<file path="src/rtl/fdc_outctl_pkg.sv">
package fdc_outctl_pkg;

    typedef enum logic [1:0] {
        RS_HELD    = 2'd0,
        RS_STRETCH = 2'd1,
        RS_RUN     = 2'd2
    } srst_state_t;

    localparam int SEL_LSB   = 0;
    localparam int SEL_W     = 2;
    localparam int SRST_BIT  = 2;
    localparam int DMAEN_BIT = 3;
    localparam int MOT_LSB   = 4;

    function automatic int stretch_cycles(input int min_ps, input int clk_ps);
        int c;
        c = (min_ps + clk_ps - 1) / clk_ps;
        return (c < 1) ? 1 : c;
    endfunction

endpackage

</file>
<file path="src/rtl/fdc_outctl_regs.sv">
module fdc_outctl_regs #(
    parameter int          ADDR_W   = 16,
    parameter logic [15:0] REG_ADDR = 16'h03F2
) (
    input  logic              clk,
    input  logic              hw_rst,
    input  logic [ADDR_W-1:0] host_addr,
    input  logic              host_wr,
    input  logic [7:0]        host_wdata,
    output logic [7:0]        ctl_q,
    output logic [7:0]        host_rdata
);
    localparam logic [ADDR_W-1:0] MATCH = ADDR_W'(REG_ADDR);

    logic hit;

    always_comb hit = (host_addr == MATCH);

    always_ff @(posedge clk) begin
        if (hw_rst) begin
            ctl_q <= 8'h00;
        end else if (host_wr && hit) begin
            ctl_q <= host_wdata;
        end
    end

    always_comb host_rdata = hit ? ctl_q : 8'h00;

    p_write_lands_r1: assert property (@(posedge clk) disable iff (hw_rst)
        (host_wr && hit) |=> (ctl_q == $past(host_wdata)));

    p_miss_ignored_r1: assert property (@(posedge clk) disable iff (hw_rst)
        !(host_wr && hit) |=> $stable(ctl_q));

endmodule

</file>
<file path="src/rtl/fdc_outctl_srst.sv">
module fdc_outctl_srst
    import fdc_outctl_pkg::*;
#(
    parameter int STRETCH_CYC = 20
) (
    input  logic clk,
    input  logic hw_rst,
    input  logic srst_bit,
    output logic core_rst
);
    localparam int CW = $clog2(STRETCH_CYC) + 1;
    localparam logic [CW-1:0] LAST = CW'(STRETCH_CYC - 1);

    srst_state_t     state, nxt;
    logic [CW-1:0]   cnt, cnt_nxt;

    always_ff @(posedge clk) begin
        if (hw_rst) begin
            state <= RS_HELD;
            cnt   <= '0;
        end else begin
            state <= nxt;
            cnt   <= cnt_nxt;
        end
    end

    always_comb begin
        nxt     = state;
        cnt_nxt = cnt;
        unique case (state)
            RS_HELD: begin
                if (srst_bit) begin
                    nxt     = RS_STRETCH;
                    cnt_nxt = '0;
                end
            end
            RS_STRETCH: begin
                if (!srst_bit) begin
                    nxt = RS_HELD;
                end else if (cnt == LAST) begin
                    nxt = RS_RUN;
                end else begin
                    cnt_nxt = cnt + 1'b1;
                end
            end
            RS_RUN: begin
                if (!srst_bit) nxt = RS_HELD;
            end
            default: nxt = RS_HELD;
        endcase
    end

    always_comb core_rst = (state != RS_RUN);

    int hi_run;
    always_ff @(posedge clk) begin
        if (hw_rst) hi_run <= 0;
        else if (core_rst) hi_run <= (hi_run < STRETCH_CYC + 4) ? hi_run + 1 : hi_run;
        else hi_run <= 0;
    end

    p_held_r5: assert property (@(posedge clk) disable iff (hw_rst)
        !srst_bit |=> core_rst);

    p_release_needs_bit_r6: assert property (@(posedge clk) disable iff (hw_rst)
        $fell(core_rst) |-> ($past(srst_bit) && srst_bit));

    p_min_width_r11: assert property (@(posedge clk) disable iff (hw_rst)
        $fell(core_rst) |-> (hi_run >= STRETCH_CYC));

    p_run_stays_r6: assert property (@(posedge clk) disable iff (hw_rst)
        (!core_rst && srst_bit) |=> !core_rst);

endmodule

</file>
<file path="src/rtl/fdc_outctl_decode.sv">
module fdc_outctl_decode
    import fdc_outctl_pkg::*;
#(
    parameter int NUM_DRV = 2
) (
    input  logic [7:0]         ctl,
    input  logic               mode_ps2,
    input  logic               dma_req_i,
    input  logic               irq_i,
    output logic [NUM_DRV-1:0] drv_sel_n,
    output logic [NUM_DRV-1:0] mtr_on_n,
    output logic               dma_req_o,
    output logic               irq_o
);
    logic [SEL_W-1:0] sel;
    logic             gate_open;

    always_comb sel = ctl[SEL_LSB +: SEL_W];

    for (genvar d = 0; d < NUM_DRV; d++) begin : g_drv
        always_comb begin
            mtr_on_n[d]  = ~ctl[MOT_LSB + d];
            drv_sel_n[d] = ~((sel == SEL_W'(d)) && ctl[MOT_LSB + d]);
        end
    end

    always_comb begin
        gate_open = mode_ps2 || ctl[DMAEN_BIT];
        dma_req_o = dma_req_i && gate_open;
        irq_o     = irq_i && gate_open;
    end

endmodule

</file>
<file path="src/rtl/fdc_outctl.sv">
module fdc_outctl
    import fdc_outctl_pkg::*;
#(
    parameter int          ADDR_W        = 16,
    parameter logic [15:0] REG_ADDR      = 16'h03F2,
    parameter int          NUM_DRV       = 2,
    parameter int          CLK_PERIOD_PS = 5000,
    parameter int          MIN_SRST_PS   = 100000
) (
    input  logic               clk,
    input  logic               hw_rst,
    input  logic [ADDR_W-1:0]  host_addr,
    input  logic               host_wr,
    input  logic [7:0]         host_wdata,
    output logic [7:0]         host_rdata,
    input  logic               mode_ps2,
    input  logic               dma_req_i,
    input  logic               irq_i,
    output logic [NUM_DRV-1:0] drv_sel_n,
    output logic [NUM_DRV-1:0] mtr_on_n,
    output logic               core_rst,
    output logic               dma_req_o,
    output logic               irq_o
);
    localparam int STRETCH_CYC = stretch_cycles(MIN_SRST_PS, CLK_PERIOD_PS);

    logic [7:0] ctl_q;

    fdc_outctl_regs #(.ADDR_W(ADDR_W), .REG_ADDR(REG_ADDR)) u_regs (
        .clk        (clk),
        .hw_rst     (hw_rst),
        .host_addr  (host_addr),
        .host_wr    (host_wr),
        .host_wdata (host_wdata),
        .ctl_q      (ctl_q),
        .host_rdata (host_rdata)
    );

    fdc_outctl_srst #(.STRETCH_CYC(STRETCH_CYC)) u_srst (
        .clk      (clk),
        .hw_rst   (hw_rst),
        .srst_bit (ctl_q[SRST_BIT]),
        .core_rst (core_rst)
    );

    fdc_outctl_decode #(.NUM_DRV(NUM_DRV)) u_dec (
        .ctl       (ctl_q),
        .mode_ps2  (mode_ps2),
        .dma_req_i (dma_req_i),
        .irq_i     (irq_i),
        .drv_sel_n (drv_sel_n),
        .mtr_on_n  (mtr_on_n),
        .dma_req_o (dma_req_o),
        .irq_o     (irq_o)
    );

    p_one_sel_r3: assert property (@(posedge clk) disable iff (hw_rst)
        $countones(~drv_sel_n) <= 1);

    p_sel_needs_motor_r3: assert property (@(posedge clk) disable iff (hw_rst)
        !drv_sel_n[0] |-> !mtr_on_n[0]);

    p_at_blocked_r8: assert property (@(posedge clk) disable iff (hw_rst)
        (!mode_ps2 && !ctl_q[DMAEN_BIT]) |-> (!dma_req_o && !irq_o));

    p_ps2_open_r9: assert property (@(posedge clk) disable iff (hw_rst)
        mode_ps2 |-> ((dma_req_o == dma_req_i) && (irq_o == irq_i)));

endmodule

</file>
<file path="config.mk">
export PLATFORM = sky130hd
export DESIGN_NAME = fdc_outctl
export DESIGN_NICKNAME = d
export VERILOG_FILES = /design/src/rtl/fdc_outctl_pkg.sv /design/src/rtl/fdc_outctl_regs.sv /design/src/rtl/fdc_outctl_srst.sv /design/src/rtl/fdc_outctl_decode.sv /design/src/rtl/fdc_outctl.sv
export SDC_FILE = /design/constraint.sdc
export NUM_CORES = 1
export LEC_CHECK = 0
export BUFFER_PORTS_ARGS = -buffer_cell sky130_fd_sc_hd__buf_2
export CORE_MARGIN = 10
export CORE_UTILIZATION = 45
export CTS_CLUSTER_DIAMETER = 150
export DETAILED_ROUTE_END_ITERATION = 16
export HOLD_SLACK_MARGIN = 0.06
export PLACE_DENSITY = 0.78
export REMOVE_ABC_BUFFERS = 1
export SYNTH_ARGS = -nofsm -noshare
export SYNTH_HDL_FRONTEND = slang
export SYNTH_SLANG_ARGS = --single-unit
</file>
<file path="constraint.sdc">
create_clock -name clk -period 1.7 [get_ports clk]
set_input_delay 0.085 -clock clk [delete_from_list [all_inputs] [get_ports clk]]
set_output_delay 0.085 -clock clk [all_outputs]
set_load 0.05 [all_outputs]
</file>
==> flow_metrics.tcl <==
set metrics [dict create \
    timing.final.crit_share_pct 93.3 \
    dr_total_vias 992 \
    peakVddDrop_mv 0.544 \
    core-area_um2 1980 \
    synth_common_cells "dfxtp_1, nand4b_1, o21ai_0" \
    reg2reg_slack_ns 0.11 \
    yosysSeqAreaShare_pct 33.8 \
    timing.slew.headroom_pct 76.3 \
    slew_viol_final 0 \
    netlist_area_um2 947 \
    total_power_mw 0.716 \
    cts_tree "done" \
    vias_per_cell 5.30 \
    period_needed_ns 1.59 \
    area_delta_synth_final_pct 40.3 \
    start_kind "flip-flop" \
    cp.arrival_ns 1.81 \
    path_clk_slew_ns 0.10 \
    ys_ff_latch 16 \
    start_util_pct 47.8 \
    syn_area_per_cell_um2 9.02 \
    worst_skew_pair.late_latency_ns 0.29 \
    syn_inst 105 \
    fin_setup_tns_ns 0 \
    hp-class "input pin to flip-flop" \
    pin_count 45 \
    worstPathMaxFanout 7 \
    worstSetupPathType "flip-flop to flip-flop" \
    hold_viol 0 \
    gp_congestion 0.781 \
    num_rows 16 \
    antenna_found_initial 0 \
    endpoint_kind "flip-flop" \
    cts_max_level 1 \
    numPortBuffers 44 \
    drt_wl_total_mm 2.76 \
    synth_edf_count 0 \
    r2r_cells 4 \
    fp.dieW_um 65.9 \
    drtPass1Iterations 4 \
    ys.flop_type "dfxtp_1" \
    required_ns 1.93 \
    clock-sinks 16 \
    ant_nets 0 \
    final_nets 192 \
    antenna_cells 0 \
    route.detailed.drc 0 \
    fin_util_pct 67.0 \
    synth_top_area_cell "dfxtp_1" \
    power_density_nw_per_um2 539 \
    grt_max_degree 25 \
    cts_buffers 3 \
    worst_pin_slew_ns 0.352 \
    ys.warnings.count 0 \
    drtIter0Drc 25 \
    skew_ns 0.00326 \
    die_area_um2 4340 \
    grt_use_total_pct 13.2 \
    p_leak_nw 0.551 \
    cts_setup_buffers 0 \
    hold_depth 3 \
    rsz0062_at_grt "no" \
    wl_per_cell_um 14.7 \
    setup_violations 0 \
    grt_pass1_wl_mm 4.60 \
    clk_path_buf_depth 2 \
    synthTopCellsByArea "dfxtp_1, nand4b_1, and2_2" \
    drive_gt1_share_pct 42.5 \
    status "finished, final reports clean" \
    yosysTopAreaCellShare_pct 33.8 \
    synth_cell_types 34 \
    synth.most_common_cell "dfxtp_1" \
    cts_root_buf "clkbuf_4" \
    hpwl_mm 2.11 \
    drv_cap 0 \
    synthArstFlopShare_pct 0 \
    max_freq_mhz 631 \
    die_h_um 65.9 \
    grt.overflow.total 0 \
    grt_pass1_vias 1018 \
]
## final timing paths
| kind | endpoint | startpoint |
|---|---|---|
| max reg2reg | u_srst.cnt[4]$_SDFFE_PP0P_ | u_srst.cnt[5]$_SDFFE_PP0P_ |
| min reg2reg | u_srst.cnt[1]$_SDFFE_PP0P_ | u_srst.cnt[1]$_SDFFE_PP0P_ |
| max | u_srst.cnt[4]$_SDFFE_PP0P_ | u_srst.cnt[5]$_SDFFE_PP0P_ |
| min | u_regs.ctl_q[5]$_SDFFE_PP0P_ | host_wr |
## cells in the final DEF, fill, tap and decap left out
cell,n
buf_2,44
dfxtp_1,16
nand4b_1,10
o21ai_0,10
and2_2,8
nand2b_1,8
dlygate4sd3_1,8
nand2_1,7
a21oi_1,5
buf_4,4
nand3b_1,3
nor2_1,3
clkbuf_4,3
inv_1,2
o21a_1,2
or3_1,2
and3_1,2
nor2b_1,2
or2b_1,2
a31oi_1,2
o31ai_1,2
nand4bb_4,1
nand4bb_2,1
or4_4,1
nor4_4,1
and2_1,1
or4b_2,1
o21bai_4,1
nor3b_1,1
nor4_2,1
or2_2,1
mux2i_1,1
nand3_1,1
or4_1,1
ha_1,1
clkbuf_8,1
## logic make-up (layout without fill, tap and decap cells)
logic type / after synthesis / in the layout / synth area share, %
compound gates: 22 / 22 / 14.4
buf+inv: 7 / 62 / 3.44
flops: 16 / 16 / 33.8
fa+ha+maj: 1 / 1 / 1.32
simple gates: 58 / 58 / 46.0
mux: 1 / 1 / 1.06
## critical path, stage by stage (launching register included)
cell	delay, ns
dfxtp_1	0.35
or4b_2	0.71
o21bai_4	0.21
o21ai_0	0.12
a21oi_1	0.14
## what timing repair did
| item | in CTS | in global routing |
|---|---|---|
| gates resized for setup | 0 | 1 |
| endpoints found under the hold margin | 8 | 0 |
| hold buffers | 8 | 0 |
| endpoints found under the setup margin | 0 | 1 |
## sequential cells by signal (all words and copies together) (netlist names)
signal,cells
u_regs.ctl_q,8
u_srst.cnt,6
u_srst.state,2
## per-layer routing
metal | vias up | global-route usage, % | part of all wire, %
li1 | 495 | - | -
met4 | 0 | 1.60 | 0
met3 | 0 | 6.27 | 8.5
met2 | 38 | 23.9 | 52
met1 | 459 | 13.8 | 40
met5 | - | 0 | 0
## power by group
| group | total (mW) | internal [mW] | switching [mW] |
|---|---|---|---|
| clock network | 0.257 | 0.131 | 0.126 |
| registers | 0.375 | 0.375 | 0.00000121 |
| logic | 0.0845 | 0.0496 | 0.0348 |
## layout make-up
cell class / instances / area (µm²)
tap: 27 / 33.8
fill: 155 / 653
sequential: 16 / 320
multi-input combinational: 82 / 601
clock buffer: 4 / 36.3
timing repair buffer: 56 / 330
inverter: 2 / 7.51
## stage by stage
step | hold WS, ns | std cells | setup slack (ns) | cell area [µm²]
floorplan | 0.154 | 100 | 0.174 | 922
global placement | 0.335 | 175 | 0.109 | 1210
detailed placement | 0.352 | 175 | 0.0630 | 1210
CTS | 0.140 | 187 | 0.106 | 1320
global route | 0.149 | 187 | 0.0345 | 1330
finish | 0.152 | 187 | 0.114 | 1330
Power figures use the tool's default switching activity.
